[src/rtl/stack_irq_pkg.sv]
package stack_irq_pkg;

    localparam int ADDR_W = 16;
    localparam int DATA_W = 8;
    localparam int STEP_W = 3;

    // status bit positions
    localparam int ST_I   = 2;
    localparam int ST_BRK = 4;
    localparam int ST_ONE = 5;

    typedef enum logic [3:0] {
        OP_PSH  = 4'd0,
        OP_PSHS = 4'd1,
        OP_PUL  = 4'd2,
        OP_PULS = 4'd3,
        OP_CALL = 4'd4,
        OP_RSUB = 4'd5,
        OP_RINT = 4'd6,
        OP_BRK  = 4'd7,
        OP_IRQ  = 4'd8,
        OP_NMI  = 4'd9,
        OP_RST  = 4'd10
    } op_e;

    typedef struct packed {
        logic                busy;
        op_e                 op;
        logic [STEP_W-1:0]   step;
        logic [ADDR_W-1:0]   pc;
        logic [DATA_W-1:0]   sp;
        logic [DATA_W-1:0]   st;
        logic [DATA_W-1:0]   lo;
        logic [DATA_W-1:0]   wbyte;
        logic [ADDR_W-1:0]   tgt;
        logic [DATA_W-1:0]   pull;
    } seq_t;

    typedef struct packed {
        logic nmi_prev;
        logic nmi_pend;
    } arb_t;

    // last busy step of each sequence (total cycles minus one)
    function automatic logic [STEP_W-1:0] last_step(op_e op);
        case (op)
            OP_PSH, OP_PSHS:          return 3'd2;
            OP_PUL, OP_PULS:          return 3'd3;
            OP_CALL, OP_RSUB, OP_RINT: return 3'd5;
            default:                  return 3'd6;
        endcase
    endfunction

    // bring a byte taken from the stack into register form
    function automatic logic [DATA_W-1:0] fix_status(logic [DATA_W-1:0] b);
        logic [DATA_W-1:0] r;
        r         = b;
        r[ST_ONE] = 1'b1;
        r[ST_BRK] = 1'b0;
        return r;
    endfunction

endpackage

[src/rtl/stack_irq_vec.sv]
module stack_irq_vec
    import stack_irq_pkg::*;
#(
    parameter logic [ADDR_W-1:0] VEC_NMI = 16'hFFFA,
    parameter logic [ADDR_W-1:0] VEC_RST = 16'hFFFC,
    parameter logic [ADDR_W-1:0] VEC_IRQ = 16'hFFFE
) (
    input  op_e               op,
    input  logic              hi_sel,
    output logic [ADDR_W-1:0] addr
);

    logic [ADDR_W-1:0] base;

    always_comb begin
        case (op)
            OP_NMI:  base = VEC_NMI;
            OP_RST:  base = VEC_RST;
            default: base = VEC_IRQ;
        endcase
        addr = base + {{(ADDR_W-1){1'b0}}, hi_sel};
    end

endmodule

[src/rtl/stack_irq_arb.sv]
module stack_irq_arb
    import stack_irq_pkg::*;
(
    input  logic clk,
    input  logic rst_n,
    input  logic nmi,
    input  logic irq,
    input  logic i_mask,
    input  logic idle,
    output logic nmi_take,
    output logic irq_take
);

    arb_t arb_d, arb_q;

    always_comb begin
        nmi_take       = idle & arb_q.nmi_pend;
        irq_take       = idle & ~arb_q.nmi_pend & irq & ~i_mask;
        arb_d.nmi_prev = nmi;
        arb_d.nmi_pend = (nmi & ~arb_q.nmi_prev) | (arb_q.nmi_pend & ~nmi_take);
    end

    always_ff @(posedge clk or negedge rst_n) begin
        if (!rst_n) begin
            arb_q <= '{nmi_prev: 1'b1, nmi_pend: 1'b0};
        end else begin
            arb_q <= arb_d;
        end
    end

endmodule

[src/rtl/stack_irq_seq.sv]
module stack_irq_seq
    import stack_irq_pkg::*;
#(
    parameter logic [DATA_W-1:0] STACK_PAGE = 8'h01,
    parameter logic [ADDR_W-1:0] VEC_NMI    = 16'hFFFA,
    parameter logic [ADDR_W-1:0] VEC_RST    = 16'hFFFC,
    parameter logic [ADDR_W-1:0] VEC_IRQ    = 16'hFFFE
) (
    input  logic              clk,
    input  logic              rst_n,
    input  logic              req_valid,
    input  logic [2:0]        req_op,
    input  logic [DATA_W-1:0] req_data,
    input  logic [ADDR_W-1:0] req_target,
    output logic              req_ready,
    input  logic              irq,
    input  logic              nmi,
    output logic [ADDR_W-1:0] mem_addr,
    output logic              mem_we,
    output logic              mem_re,
    output logic [DATA_W-1:0] mem_wdata,
    input  logic [DATA_W-1:0] mem_rdata,
    output logic [ADDR_W-1:0] pc,
    output logic [DATA_W-1:0] sp,
    output logic [DATA_W-1:0] status,
    output logic [DATA_W-1:0] pull_data,
    output logic              busy
);

    localparam logic [DATA_W-1:0] ST_RESET = 8'h24;
    localparam logic [DATA_W-1:0] ONE_BIT  = 8'h20;
    localparam logic [DATA_W-1:0] BRK_BITS = 8'h30;

    seq_t seq_d, seq_q;

    logic              nmi_take;
    logic              irq_take;
    logic              use_vec;
    logic              vec_hi;
    logic [ADDR_W-1:0] vec_addr;
    logic [ADDR_W-1:0] stk_addr;
    logic [ADDR_W-1:0] ret_addr;

    stack_irq_arb u_arb (
        .clk      (clk),
        .rst_n    (rst_n),
        .nmi      (nmi),
        .irq      (irq),
        .i_mask   (seq_q.st[ST_I]),
        .idle     (~seq_q.busy),
        .nmi_take (nmi_take),
        .irq_take (irq_take)
    );

    stack_irq_vec #(
        .VEC_NMI (VEC_NMI),
        .VEC_RST (VEC_RST),
        .VEC_IRQ (VEC_IRQ)
    ) u_vec (
        .op     (seq_q.op),
        .hi_sel (vec_hi),
        .addr   (vec_addr)
    );

    always_comb begin
        seq_d     = seq_q;
        mem_we    = 1'b0;
        mem_re    = 1'b0;
        mem_wdata = '0;
        use_vec   = 1'b0;
        vec_hi    = 1'b0;
        stk_addr  = {STACK_PAGE, seq_q.sp};
        ret_addr  = (seq_q.op == OP_CALL || seq_q.op == OP_BRK) ? seq_q.pc + 16'd2 : seq_q.pc;

        if (!seq_q.busy) begin
            if (nmi_take) begin
                seq_d.busy = 1'b1;
                seq_d.op   = OP_NMI;
                seq_d.step = 3'd1;
            end else if (irq_take) begin
                seq_d.busy = 1'b1;
                seq_d.op   = OP_IRQ;
                seq_d.step = 3'd1;
            end else if (req_valid) begin
                seq_d.busy  = 1'b1;
                seq_d.op    = op_e'({1'b0, req_op});
                seq_d.step  = 3'd1;
                seq_d.wbyte = req_data;
                seq_d.tgt   = req_target;
            end
        end else begin
            seq_d.step = seq_q.step + 3'd1;
            if (seq_q.step == last_step(seq_q.op)) begin
                seq_d.busy = 1'b0;
                seq_d.step = '0;
            end

            case (seq_q.op)
                OP_PSH, OP_PSHS: begin
                    if (seq_q.step == 3'd1) begin
                        mem_we    = 1'b1;
                        mem_wdata = (seq_q.op == OP_PSH) ? seq_q.wbyte : (seq_q.st | BRK_BITS);
                        seq_d.sp  = seq_q.sp - 8'd1;
                    end
                end

                OP_PUL, OP_PULS: begin
                    case (seq_q.step)
                        3'd1: seq_d.sp = seq_q.sp + 8'd1;
                        3'd2: mem_re = 1'b1;
                        3'd3: begin
                            if (seq_q.op == OP_PUL) seq_d.pull = mem_rdata;
                            else                    seq_d.st   = fix_status(mem_rdata);
                        end
                        default: ;
                    endcase
                end

                OP_CALL: begin
                    case (seq_q.step)
                        3'd2: begin
                            mem_we    = 1'b1;
                            mem_wdata = ret_addr[15:8];
                            seq_d.sp  = seq_q.sp - 8'd1;
                        end
                        3'd3: begin
                            mem_we    = 1'b1;
                            mem_wdata = ret_addr[7:0];
                            seq_d.sp  = seq_q.sp - 8'd1;
                        end
                        3'd5: seq_d.pc = seq_q.tgt;
                        default: ;
                    endcase
                end

                OP_RSUB: begin
                    case (seq_q.step)
                        3'd1: seq_d.sp = seq_q.sp + 8'd1;
                        3'd2: begin
                            mem_re   = 1'b1;
                            seq_d.sp = seq_q.sp + 8'd1;
                        end
                        3'd3: begin
                            seq_d.lo = mem_rdata;
                            mem_re   = 1'b1;
                        end
                        3'd4: seq_d.pc = {mem_rdata, seq_q.lo} + 16'd1;
                        default: ;
                    endcase
                end

                OP_RINT: begin
                    case (seq_q.step)
                        3'd1: seq_d.sp = seq_q.sp + 8'd1;
                        3'd2: begin
                            mem_re   = 1'b1;
                            seq_d.sp = seq_q.sp + 8'd1;
                        end
                        3'd3: begin
                            seq_d.st = fix_status(mem_rdata);
                            mem_re   = 1'b1;
                            seq_d.sp = seq_q.sp + 8'd1;
                        end
                        3'd4: begin
                            seq_d.lo = mem_rdata;
                            mem_re   = 1'b1;
                        end
                        3'd5: seq_d.pc = {mem_rdata, seq_q.lo};
                        default: ;
                    endcase
                end

                default: begin
                    // break, maskable, non-maskable and reset entry
                    case (seq_q.step)
                        3'd1: begin
                            if (seq_q.op != OP_RST) begin
                                mem_we    = 1'b1;
                                mem_wdata = ret_addr[15:8];
                                seq_d.sp  = seq_q.sp - 8'd1;
                            end
                        end
                        3'd2: begin
                            if (seq_q.op != OP_RST) begin
                                mem_we    = 1'b1;
                                mem_wdata = ret_addr[7:0];
                                seq_d.sp  = seq_q.sp - 8'd1;
                            end
                        end
                        3'd3: begin
                            if (seq_q.op != OP_RST) begin
                                mem_we    = 1'b1;
                                mem_wdata = seq_q.st | ((seq_q.op == OP_BRK) ? BRK_BITS : ONE_BIT);
                                seq_d.sp  = seq_q.sp - 8'd1;
                            end
                            seq_d.st[ST_I] = 1'b1;
                        end
                        3'd4: begin
                            use_vec = 1'b1;
                            mem_re  = 1'b1;
                        end
                        3'd5: begin
                            seq_d.lo = mem_rdata;
                            use_vec  = 1'b1;
                            vec_hi   = 1'b1;
                            mem_re   = 1'b1;
                        end
                        3'd6: seq_d.pc = {mem_rdata, seq_q.lo};
                        default: ;
                    endcase
                end
            endcase
        end

        mem_addr = use_vec ? vec_addr : stk_addr;
    end

    always_ff @(posedge clk or negedge rst_n) begin
        if (!rst_n) begin
            seq_q <= '{busy: 1'b1, op: OP_RST, step: 3'd1, pc: '0, sp: 8'hFF,
                       st: ST_RESET, lo: '0, wbyte: '0, tgt: '0, pull: '0};
        end else begin
            seq_q <= seq_d;
        end
    end

    assign req_ready = ~seq_q.busy & ~nmi_take & ~irq_take;
    assign pc        = seq_q.pc;
    assign sp        = seq_q.sp;
    assign status    = seq_q.st;
    assign pull_data = seq_q.pull;
    assign busy      = seq_q.busy;

endmodule

[config.mk]
export PLATFORM = sky130hd
export DESIGN_NAME = stack_irq_seq
export DESIGN_NICKNAME = d
export VERILOG_FILES = /design/src/rtl/stack_irq_pkg.sv /design/src/rtl/stack_irq_vec.sv /design/src/rtl/stack_irq_arb.sv /design/src/rtl/stack_irq_seq.sv
export SDC_FILE = /design/constraint.sdc
export NUM_CORES = 1
export LEC_CHECK = 0
export ABC_AREA = 1
export BUFFER_PORTS_ARGS = -buffer_cell sky130_fd_sc_hd__buf_4
export CORE_MARGIN = 4
export CORE_UTILIZATION = 50
export CTS_BUF_LIST = sky130_fd_sc_hd__clkbuf_8
export DETAILED_ROUTE_END_ITERATION = 8
export PLACE_DENSITY = 0.73
export SLEW_MARGIN = 20
export SYNTH_ARGS = -nofsm -noshare
export SYNTH_HDL_FRONTEND = slang
export SYNTH_HIERARCHICAL = 1
export SYNTH_SLANG_ARGS = --single-unit
[constraint.sdc]
create_clock -name clk -period 4.05 [get_ports clk]
set_input_delay 0.405 -clock clk [delete_from_list [all_inputs] [get_ports clk]]
set_output_delay 0.405 -clock clk [all_outputs]
set_load 0.02 [all_outputs]
==> results of run 1 <==
routing by layer:
| metal | vias to the layer above | share of wire |
|---|---|---|
| met5 | - | 0 |
| met4 | 0 | 0.031 |
| met3 | 38 | 0.080 |
| met2 | 224 | 0.44 |
| met1 | 2475 | 0.45 |
| li1 | 2721 | - |
path summary, 6_finish.rpt:
path / start / to / cells after the start
max in group asynchronous: rst_n / u_arb/arb_q[0] / 1
max: seq_q[72] / mem_wdata[0] / 11
min: rst_n / seq_q[8] / 1
max reg2reg: seq_q[77] / sp[6] / 15
min reg2reg: sp[6] / sp[6] / 2
min in group clk: nmi / u_arb/arb_q[1] / 1
critical path: cells and delay by family (launching register included):
kind | cells | cell delay [ps]
and+or+nand+nor | 5 | 680
DFF | 1 | 570
adders and majority gates | 2 | 530
buffers and inverters | 2 | 370
AOI/OAI and AO/OA | 2 | 300
state kept, by name, indices dropped and copies added, names as in the netlist:
register	cells
sp	8
status	6
seq_q	39
u_arb/arb_q	2
pc	16
pull_data	8
busy	1
cell families (layout without fill, tap and decap cells):
kind of cell / count (synthesis) / after routing / share of synthesized area
AND/OR/NAND/NOR: 397 / 397 / 0.289
buffers and inverters: 168 / 213 / 0.149
AO/OA/AOI/OAI: 131 / 131 / 0.128
flip-flops: 80 / 80 / 0.339
multiplexers: 21 / 21 / 0.0397
XOR/XNOR: 15 / 15 / 0.0221
adder cells (fa/ha/maj): 14 / 14 / 0.0307
other: 3 / 15 / 0.00189
stage by stage:
stage                util  std cells  hold WS [ps]
floorplan               -        841           109
global placement    0.557       1013           476
detailed placement  0.557       1013           480
CTS                 0.576       1029           140
global route        0.576       1029           115
finish              0.576       1029          70.1
final cells by class:
| cell class | instances | area share |
|---|---|---|
| repair buffers | 104 | 0.118 |
| clock buffers | 10 | 0.0207 |
| clock inverters | 6 | 0.0109 |
| well taps | 143 | 0.0270 |
| multi-input cells | 593 | 0.466 |
| flip-flops and latches | 80 | 0.304 |
| inverters | 93 | 0.0530 |
power groups by stage:
stage               clock network [mW]  registers, mW  logic [mW]
global route                     0.688           1.80        4.27
detailed placement                   0           1.74        3.79
finish                           0.636           1.75        3.81
global placement                     0           1.74        3.74
floorplan                            0           1.54        3.07
CTS                              0.652           1.73        3.81
placed cells by master (no fill, tap or decap), types with 3 or more instances in the layout:
cell type,instances
sky130_fd_sc_hd__a21oi_1,24
sky130_fd_sc_hd__a22oi_1,4
sky130_fd_sc_hd__a41oi_1,6
sky130_fd_sc_hd__buf_4,103
sky130_fd_sc_hd__clkbuf_8,10
sky130_fd_sc_hd__conb_1,15
sky130_fd_sc_hd__dfrtp_1,66
sky130_fd_sc_hd__dfstp_2,14
sky130_fd_sc_hd__ha_1,13
sky130_fd_sc_hd__inv_1,85
sky130_fd_sc_hd__inv_2,7
sky130_fd_sc_hd__mux2_2,21
sky130_fd_sc_hd__nand2_1,211
sky130_fd_sc_hd__nand2_2,6
sky130_fd_sc_hd__nand3_1,60
sky130_fd_sc_hd__nand4_1,8
sky130_fd_sc_hd__nor2_1,85
sky130_fd_sc_hd__nor2_2,7
sky130_fd_sc_hd__nor3_1,7
sky130_fd_sc_hd__o211ai_1,4
sky130_fd_sc_hd__o21ai_0,47
sky130_fd_sc_hd__o21ai_1,23
sky130_fd_sc_hd__o21ai_2,9
sky130_fd_sc_hd__o22ai_1,6
sky130_fd_sc_hd__or2_2,3
sky130_fd_sc_hd__xnor2_1,3
sky130_fd_sc_hd__xor2_1,12
==> out/results.tsv, run 1 <==
metric	value	unit
part of the total power dissipated in sequential elements	0.282	
multi-input combinational cell area	3090	um2
root buffer cell	sky130_fd_sc_hd__clkbuf_8	
startpoint type of the worst setup path	flop	
outcome	finished clean	
f_max	0.310	GHz
post-layout instance area	6640	um2
clock-pin slew on the worst setup and hold paths	100	ps
Residual DRC	0	
Leak	3.45	nW
number of rows in the core area	39	
total of endpoints with negative setup slack in the final report	0	
minimum setup slack after placement	1210	ps
Starting Density	0.517	
final hold viol count	0	
number of flops mapped to enable cells by yosys	0	
RePlAce Congestion	0.993	
fraction of synthesized cell area taken by the top area cell type	0.278	
final layout net count	935	
number of clock buffers inserted by TritonCTS	9	
placed wire-length estimate after detailed placement	11.7	mm
cell types with the largest area share after synthesis	sky130_fd_sc_hd__dfrtp_1 (28%), sky130_fd_sc_hd__nand2_1 (13%), sky130_fd_sc_hd__buf_4 (7.3%)	
Top Ports	108	
number of fill cells in the layout	1095	
worst rel slew slack	0.386	
worst setup slack for register-to-register paths	1260	ps
Tightest Pin Transition	921	ps
met1 GRT Util	0.335	
slowest stage cell, crit path	sky130_fd_sc_hd__dfstp_2	
final max-slew violation count	0	
IO Port Bufs	104	
drt pass-1 iters	6	
met2 demand-to-capacity share in global routing	0.356	
total negative slack	0	ps
post-synthesis cell area	5950	um2
Gate power share	0.615	
Peak supply drop	0.490	mV
number of nets still failing antenna checks after routing	0	
antenna fix cells	0	
met3 routing resource usage after global routing	0.0432	
drt via density	5.30	
Post-Syn Instances	829	
buffers from clock root to sink, at most	2	
global-route usage over all layers	0.237	
global-route wire length before repair	25.3	mm
number of hold buffers added after cts	0	
total power consumption of the routed design	6.19	mW
starting DRC count in detailed routing	477	
ranking of synthesized cells by instance count	sky130_fd_sc_hd__nand2_1 (212), sky130_fd_sc_hd__inv_1 (85), sky130_fd_sc_hd__nor2_1 (85)	
Congestion Overflow GR	0	
count of warnings emitted by yosys	6	
switching part of the total power	0.511	
final routed wire length divided by cell count	15.0	um
x dimension of the die	117	um
most congested layer reported by global routing	met2	
cell with the most instances after synthesis	sky130_fd_sc_hd__nand2_1	
area after detailed placement	6420	um2
final worst-path cycle share	0.796	
Crit Path Class	flop to primary output	
cts repair resizes	0	
floorplan core area	11500	um2
crit-path cells	ha_1, ha_1, inv_1, nor2_1, nand2_1, o21ai_0, nor2_1, nand2_1, nand2_1, a21oi_1, buf_4	
required time at the endpoint of the critical path	3640	ps
Arrival @ worst endpoint	2820	ps
number of antenna violations at the first check in global routing	0	
Top FF cell, synth	sky130_fd_sc_hd__dfrtp_1	
RSZ-0062 raised after global routing	false	
clock share of power	0.103	
number of global-route vias before repair	5117	
library cell with the largest summed area after synthesis	sky130_fd_sc_hd__dfrtp_1	
H-tree depth	3	
hold crit path type	input port to asynchronous set/reset pin	
area of the die	13700	um2
async set or reset register ratio after synthesis	1.00	
fraction of layout cells with a size suffix above 1	0.223	
area added between synthesis and finish	11.5	%
cell seen most often among critical-path stages	sky130_fd_sc_hd__nand2_1	
Setup Buffers After CTS	0	
count of maximum capacitance violations	0	
Clock Sinks	80	
count of distinct cell types in the synthesized netlist	46	
net switching power figure	3.16	mW
total power density per cell area	933	nW/um2
combined flip-flop and latch cell area	2020	um2
Final WS setup	825	ps
critical path capture point type	primary output	
Max Fanout on Critical Path	9	
largest incremental delay on the critical path	570	ps
average footprint of a synthesized cell	7.18	um2
detailed-route via count	5458	
clock latency on the worst-skew pair	380	ps
height of the chip	117	um
final critical path time including I/O delays and setup	3230	ps
clock tree from TritonCTS	built	
largest net degree at the start of global routing	81	
sequential-to-total area share from yosys stat	0.339	
Cell Int Power	3.03	mW
Routed WL	15.4	mm
Worst Skew	17.7	ps
post-synthesis register bit count	80	
(Power assumes the default switching activity.)
==> run 2: changes to the inputs <==
PLACE_DENSITY = 0.76   (was 0.73)
clock period = 2.6 ns   (was 4.05 ns; I/O delays follow)
==> run 2 against run 1 <==
Wire length increased by 5.8%. Via count grew 5.4%. Clock skew shrank 7.0 ps. Clock power rose by 81%. Utilization rose by 5.4 points. Final area rose by 9.4%. Combinational power grew 79%. First-iteration DRC count fell by 7.5%. Hold slack improved by 46 ps. Critical path depth fell by 1. Cell count grew 4.8%. Global-route usage is 0.17 points higher. Critical endpoint is now mem_wdata[1]. Largest cell class unchanged.
==> out/results.tsv, run 2 (synthesized netlist as in run 1, its figures left out) <==
metric	value	unit	change
largest net degree at the start of global routing	46		-43%
commonest cells after routing, fill and taps aside	sky130_fd_sc_hd__nand2_1 (204), sky130_fd_sc_hd__buf_4 (139), sky130_fd_sc_hd__inv_1 (81)		
drt via density	5.33		+0.58%
IO Port Bufs	104		unchanged
antenna fix cells	0		unchanged
final layout net count	984		+5.2%
Gate power share	0.643		+0.028
number of rows in the core area	39		unchanged
net switching power figure	5.21	mW	+65%
fraction of layout cells with a size suffix above 1	0.297		+0.0738
slowest stage cell, crit path	sky130_fd_sc_hd__dfstp_2		
root buffer cell	sky130_fd_sc_hd__clkbuf_8		
x dimension of the die	117	um	unchanged
Starting Density	0.517		unchanged
part of the total power dissipated in sequential elements	0.248		-0.034
Leak	3.75	nW	+8.6%
register with the most flip-flops	seq_q		
total negative slack	0	ps	unchanged
number of nets still failing antenna checks after routing	0		unchanged
count of maximum capacitance violations	0		unchanged
global-route wire length before repair	25.4	mm	+0.38%
final critical path time including I/O delays and setup	2550	ps	
H-tree depth	3		unchanged
placed wire-length estimate after detailed placement	12.2	mm	+4.2%
startpoint of the tightest hold check path	req_target[1]		
Residual DRC	0		unchanged
f_max	0.393	GHz	
number of clock buffers inserted by TritonCTS	9		unchanged
final standard cell utilization of the core	0.631		+0.0543
startpoint of the most critical register-to-register path	seq_q[76]		
worst reg-to-reg path cell count	14		-1
RSZ-0062 raised after global routing	true		
height of the chip	117	um	unchanged
floorplan core area	11500	um2	unchanged
total of endpoints with negative setup slack in the final report	0		unchanged
clock share of power	0.109		+0.006
Cell Int Power	5.40	mW	+79%
Top Ports	108		unchanged
required time at the endpoint of the critical path	2340	ps	-1300 ps
number of antenna violations at the first check in global routing	0		unchanged
most common cell after layout, fill and taps aside	sky130_fd_sc_hd__nand2_1		
area after detailed placement	6590	um2	+2.7%
drt pass-1 iters	6		unchanged
worst hold path depth	2		
clock latency on the worst-skew pair	370	ps	about the same
Clock Sinks	80		unchanged
crit-path cells	buf_6, nand2_4, nor3_4, nor2_1, buf_4, nand3_1, nand3_1, o21ai_1, nor2_1, buf_4		
largest incremental delay on the critical path	600	ps	+30 ps
RePlAce Congestion	0.982		-1.1%
max FFs per register	39		unchanged
buffers from clock root to sink, at most	2		unchanged
Routed WL	16.3	mm	+5.8%
area of the die	13700	um2	unchanged
Max Fanout on Critical Path	8		-1
Worst Setup SP	seq_q[76]		
starting DRC count in detailed routing	441		-7.5%
Congestion Overflow GR	0		unchanged
Final WS setup	54.8	ps	-770 ps
area added between synthesis and finish	22.1	%	
Worst Skew	10.8	ps	-6.97 ps
final max-slew violation count	0		unchanged
total power density per cell area	1460	nW/um2	+57%
Crit Path Class	flop to primary output		
Tightest Pin Transition	540	ps	-382 ps
detailed-route via count	5751		+5.4%
hold crit path type	input port to flop		
post-layout instance area	7260	um2	+9.4%
final hold viol count	0		unchanged
switching part of the total power	0.491		-0.0202
startpoint type of the worst setup path	flop		
final worst-path cycle share	0.979		
number of global-route vias before repair	5052		-1.3%
clock-pin slew on the worst setup and hold paths	90	ps	about the same
Peak supply drop	0.910	mV	+86%
worst rel slew slack	0.640		+0.255
final routed wire length divided by cell count	15.1	um	+0.97%
clock tree from TritonCTS	built		
outcome	finished clean		
Arrival @ worst endpoint	2290	ps	-530 ps
minimum setup slack after placement	41.1	ps	-1170 ps
worst hold-check slack	116	ps	+46.3 ps
global-route usage over all layers	0.238		+0.00170
critical path capture point type	primary output		
-- run 2: cell count changes in the layout (fill, tap and decap cells not counted), moves of 5 or more --
cell and change:
sky130_fd_sc_hd__dfrtp_1 -5, sky130_fd_sc_hd__o21ai_1 -5, sky130_fd_sc_hd__dfrtp_2 +5, sky130_fd_sc_hd__nor2_1 -5, sky130_fd_sc_hd__nand2_2 +5, sky130_fd_sc_hd__buf_6 +7, sky130_fd_sc_hd__nand2_1 -7, sky130_fd_sc_hd__buf_4 +36
-- run 2: per-stage QoR --
step                instances  total power [mW]
floorplan                 841              7.19
global placement         1036              8.73
detailed placement       1036              8.84
CTS                      1060              10.2
global route             1078              11.5
finish                   1078              10.6
-- run 2: layout make-up --
type                    instances  area (um2)
inverters                      93         359
multi-input cells             594        3240
well taps                     143         179
repair buffers                152        1210
fillers                      1029        4250
clock buffers                  10         138
flip-flops and latches         80        2030
clock inverters                 6         115
-- run 2: worst max-delay path, delay by kind of cell, from the launching register on --
family	cells	cell delay [ps]
AND/OR/NAND/NOR	6	720
flip-flops	1	600
buffers and inverters	3	460
AO/OA/AOI/OAI	1	140
-- run 2: final timing paths --
kind	to	slack [ps]
max	mem_wdata[1]	50
min	seq_q[9]	120
max reg2reg	sp[6]	210
min reg2reg	pull_data[0]	490
max in group asynchronous	status[2]	1440
min in group asynchronous	pull_data[6]	420
-- run 2: what timing repair did --
item,CTS,global route
resized for setup,13,44
setup buffers,5,16
hold buffers,2,0
hold endpoints to repair,44,0
pin swaps,2,16
endpoints found under the setup margin,22,24
gates cloned,1,2
-- run 2: layer usage --
| layer | global-route usage | routed length [um] |
|---|---|---|
| met2 | 0.375 | 7420 |
| met3 | 0.0401 | 1340 |
| met4 | 0.0795 | 410 |
| met1 | 0.335 | 7150 |
| met5 | 0 | 0 |
-- run 2: power by group through the flow --
stage / Combinational (mW) / Clock, mW / Sequential (mW)
floorplan: 4.79 / 0 / 2.40
global placement: 6.10 / 0 / 2.63
detailed placement: 6.19 / 0 / 2.65
CTS: 6.35 / 1.19 / 2.62
global route: 7.51 / 1.24 / 2.73
finish: 6.82 / 1.15 / 2.64
==> run 3: changes to the inputs <==
CORE_UTILIZATION = 53   (was 50)
PLACE_DENSITY = 0.79   (was 0.76)
==> run 3 against run 2 <==
The run now ends with setup timing left. Worst setup slack worse by 69 ps. Die area fell by 5.3%. Global-route usage increased by 0.81 points. Fmax decreased by 2.6%. Count of clock-buffer cells in the layout fell by 1. Final area rose by 1.1%. Sequential power up 2%. Largest power group unchanged.
==> out/results.tsv, run 3 (synthesized netlist as in run 1, its figures left out) <==
metric	value	unit	change
RSZ-0062 raised after global routing	true		
most common cell after layout, fill and taps aside	sky130_fd_sc_hd__nand2_1		
drt via density	5.48		+2.6%
number of rows in the core area	38		-2.6%
floorplan core area	10900	um2	-5.0%
largest net degree at the start of global routing	81		+76%
area after detailed placement	6590	um2	about the same
final layout net count	980		-0.41%
Finished Layout Cells	1071		-0.65%
final critical path time including I/O delays and setup	2610	ps	+69.3 ps
fraction of layout cells with a size suffix above 1	0.309		+0.0120
total instance count after detailed placement	1031		-0.48%
failing checks	setup timing		
final max-slew violation count	0		unchanged
commonest cells after routing, fill and taps aside	sky130_fd_sc_hd__nand2_1 (197), sky130_fd_sc_hd__buf_4 (131), sky130_fd_sc_hd__inv_1 (80)		
total negative slack	-31.7	ps	-31.7 ps
placed wire-length estimate after detailed placement	12.0	mm	-1.8%
register with the most flip-flops	seq_q		
Clock Sinks	80		unchanged
x dimension of the die	114	um	-2.7%
H-tree depth	3		unchanged
number of nets still failing antenna checks after routing	0		unchanged
Leak	3.73	nW	-0.41%
count of maximum capacitance violations	0		unchanged
f_max	0.382	GHz	-2.6%
number of global-route vias before repair	5204		+3.0%
clock-pin slew on the worst setup and hold paths	100	ps	about the same
RePlAce Congestion	0.998		+1.7%
minimum setup slack after placement	169	ps	+128 ps
root buffer cell	sky130_fd_sc_hd__clkbuf_8		
Congestion Overflow GR	0		unchanged
final routed wire length divided by cell count	15.4	um	+1.4%
Routed WL	16.4	mm	+0.73%
Max Fanout on Critical Path	11		+3
Final WS setup	-14.5	ps	-69.3 ps
Top Ports	108		unchanged
total power density per cell area	1460	nW/um2	-0.25%
buffers from clock root to sink, at most	2		unchanged
global-route wire length before repair	25.8	mm	+1.7%
Starting Density	0.544		+0.0274
critical path capture point type	primary output		
final hold viol count	0		unchanged
height of the chip	114	um	-2.7%
global-route usage over all layers	0.247		+0.00812
area added between synthesis and finish	23.3	%	
Worst Skew	12.7	ps	+1.98 ps
starting DRC count in detailed routing	620		+41%
antenna fix cells	0		unchanged
post-layout instance area	7340	um2	+1.1%
final worst-path cycle share	1.01		+0.0266
max FFs per register	39		unchanged
detailed-route via count	5865		+2.0%
Tightest Pin Transition	579	ps	+39.2 ps
Arrival @ worst endpoint	2350	ps	+60 ps
number of fill cells in the layout	948		-7.9%
Residual DRC	0		unchanged
worst hold-check slack	115	ps	-1.84 ps
Peak supply drop	0.976	mV	+7.2%
Crit Path Class	flop to primary output		
number of antenna violations at the first check in global routing	0		unchanged
drt pass-1 iters	6		unchanged
worst rel slew slack	0.613		-0.0272
area of the die	13000	um2	-5.3%
clock tree from TritonCTS	built		
total of endpoints with negative setup slack in the final report	3		+3
IO Port Bufs	104		unchanged
number of clock buffers inserted by TritonCTS	9		unchanged
clock latency on the worst-skew pair	370	ps	about the same
required time at the endpoint of the critical path	2340	ps	about the same
outcome	finished with violations		
hold crit path type	input port to flop		
startpoint type of the worst setup path	flop		
## run 3: changes by cell type in the layout (fill, tap and decap cells not counted), sizes merged
cell          before  now
buf              149  143
bufinv             3    1
clkbuf            10   12
dlymetal6s2s       1    0
inv               92   95
nand2            220  219
nor2              95   96
## run 3: power breakdown
part	leakage, nW	internal [mW]	switching, mW
Sequential	0.902	1.96	0.716
Combinational	2.72	2.89	4.12
Clock	0.110	0.468	0.536
Total	3.73	5.32	5.38
## run 3: final timing paths
kind | startpoint | end | slack [ps] | cells after the start
worst max-delay path | seq_q[76] | mem_addr[11] | -10 | 11
worst min-delay path | req_target[8] | seq_q[16] | 110 | 2
min in group asynchronous | rst_n | pull_data[5] | 390 | 2
worst min register to register | pull_data[5] | pull_data[5] | 500 | 2
worst max register to register | seq_q[77] | sp[6] | 220 | 15
max in group asynchronous | rst_n | sp[1] | 1540 | 3
## run 3: layer usage
metal  share of wire  global-route usage
met5               0                   0
met4           0.026              0.0610
met3           0.099              0.0477
met2            0.44               0.378
met1            0.44               0.360
## run 3: what timing repair did
action / in CTS / in global routing
hold buffers: 1 / 1
pin swaps: 0 / 17
endpoints found under the hold margin: 1 / 39
setup endpoints to repair: 23 / 28
resized for setup: 9 / 74
gates cloned: 0 / 4
setup buffers: 2 / 15
## run 3: final cells by class
type	instances	area, um2	share of cell area
multi-input cells	594	3320	0.452
flip-flops and latches	80	2030	0.276
repair buffers	148	1250	0.170
inverters	93	362	0.0493
well taps	140	175	0.0239
clock buffers	9	124	0.0169
clock inverters	7	86.3	0.0118
## run 3: stage by stage
step,power [mW],utilization
finish,10.7,0.671
CTS,9.92,0.626
detailed placement,8.85,0.602
global route,11.5,0.671
global placement,8.76,0.602
floorplan,7.19,-
## run 3: critical path, stage by stage, from the launching register on
cell,delay (ps)
sky130_fd_sc_hd__dfstp_2,620
sky130_fd_sc_hd__inv_2,80
sky130_fd_sc_hd__nand2_4,90
sky130_fd_sc_hd__nor2_8,40
sky130_fd_sc_hd__buf_12,120
sky130_fd_sc_hd__nor3_4,220
sky130_fd_sc_hd__inv_4,100
sky130_fd_sc_hd__nor2_4,130
sky130_fd_sc_hd__o21ai_4,120
sky130_fd_sc_hd__clkbuf_16,190
sky130_fd_sc_hd__nor2_1,110
sky130_fd_sc_hd__buf_4,160
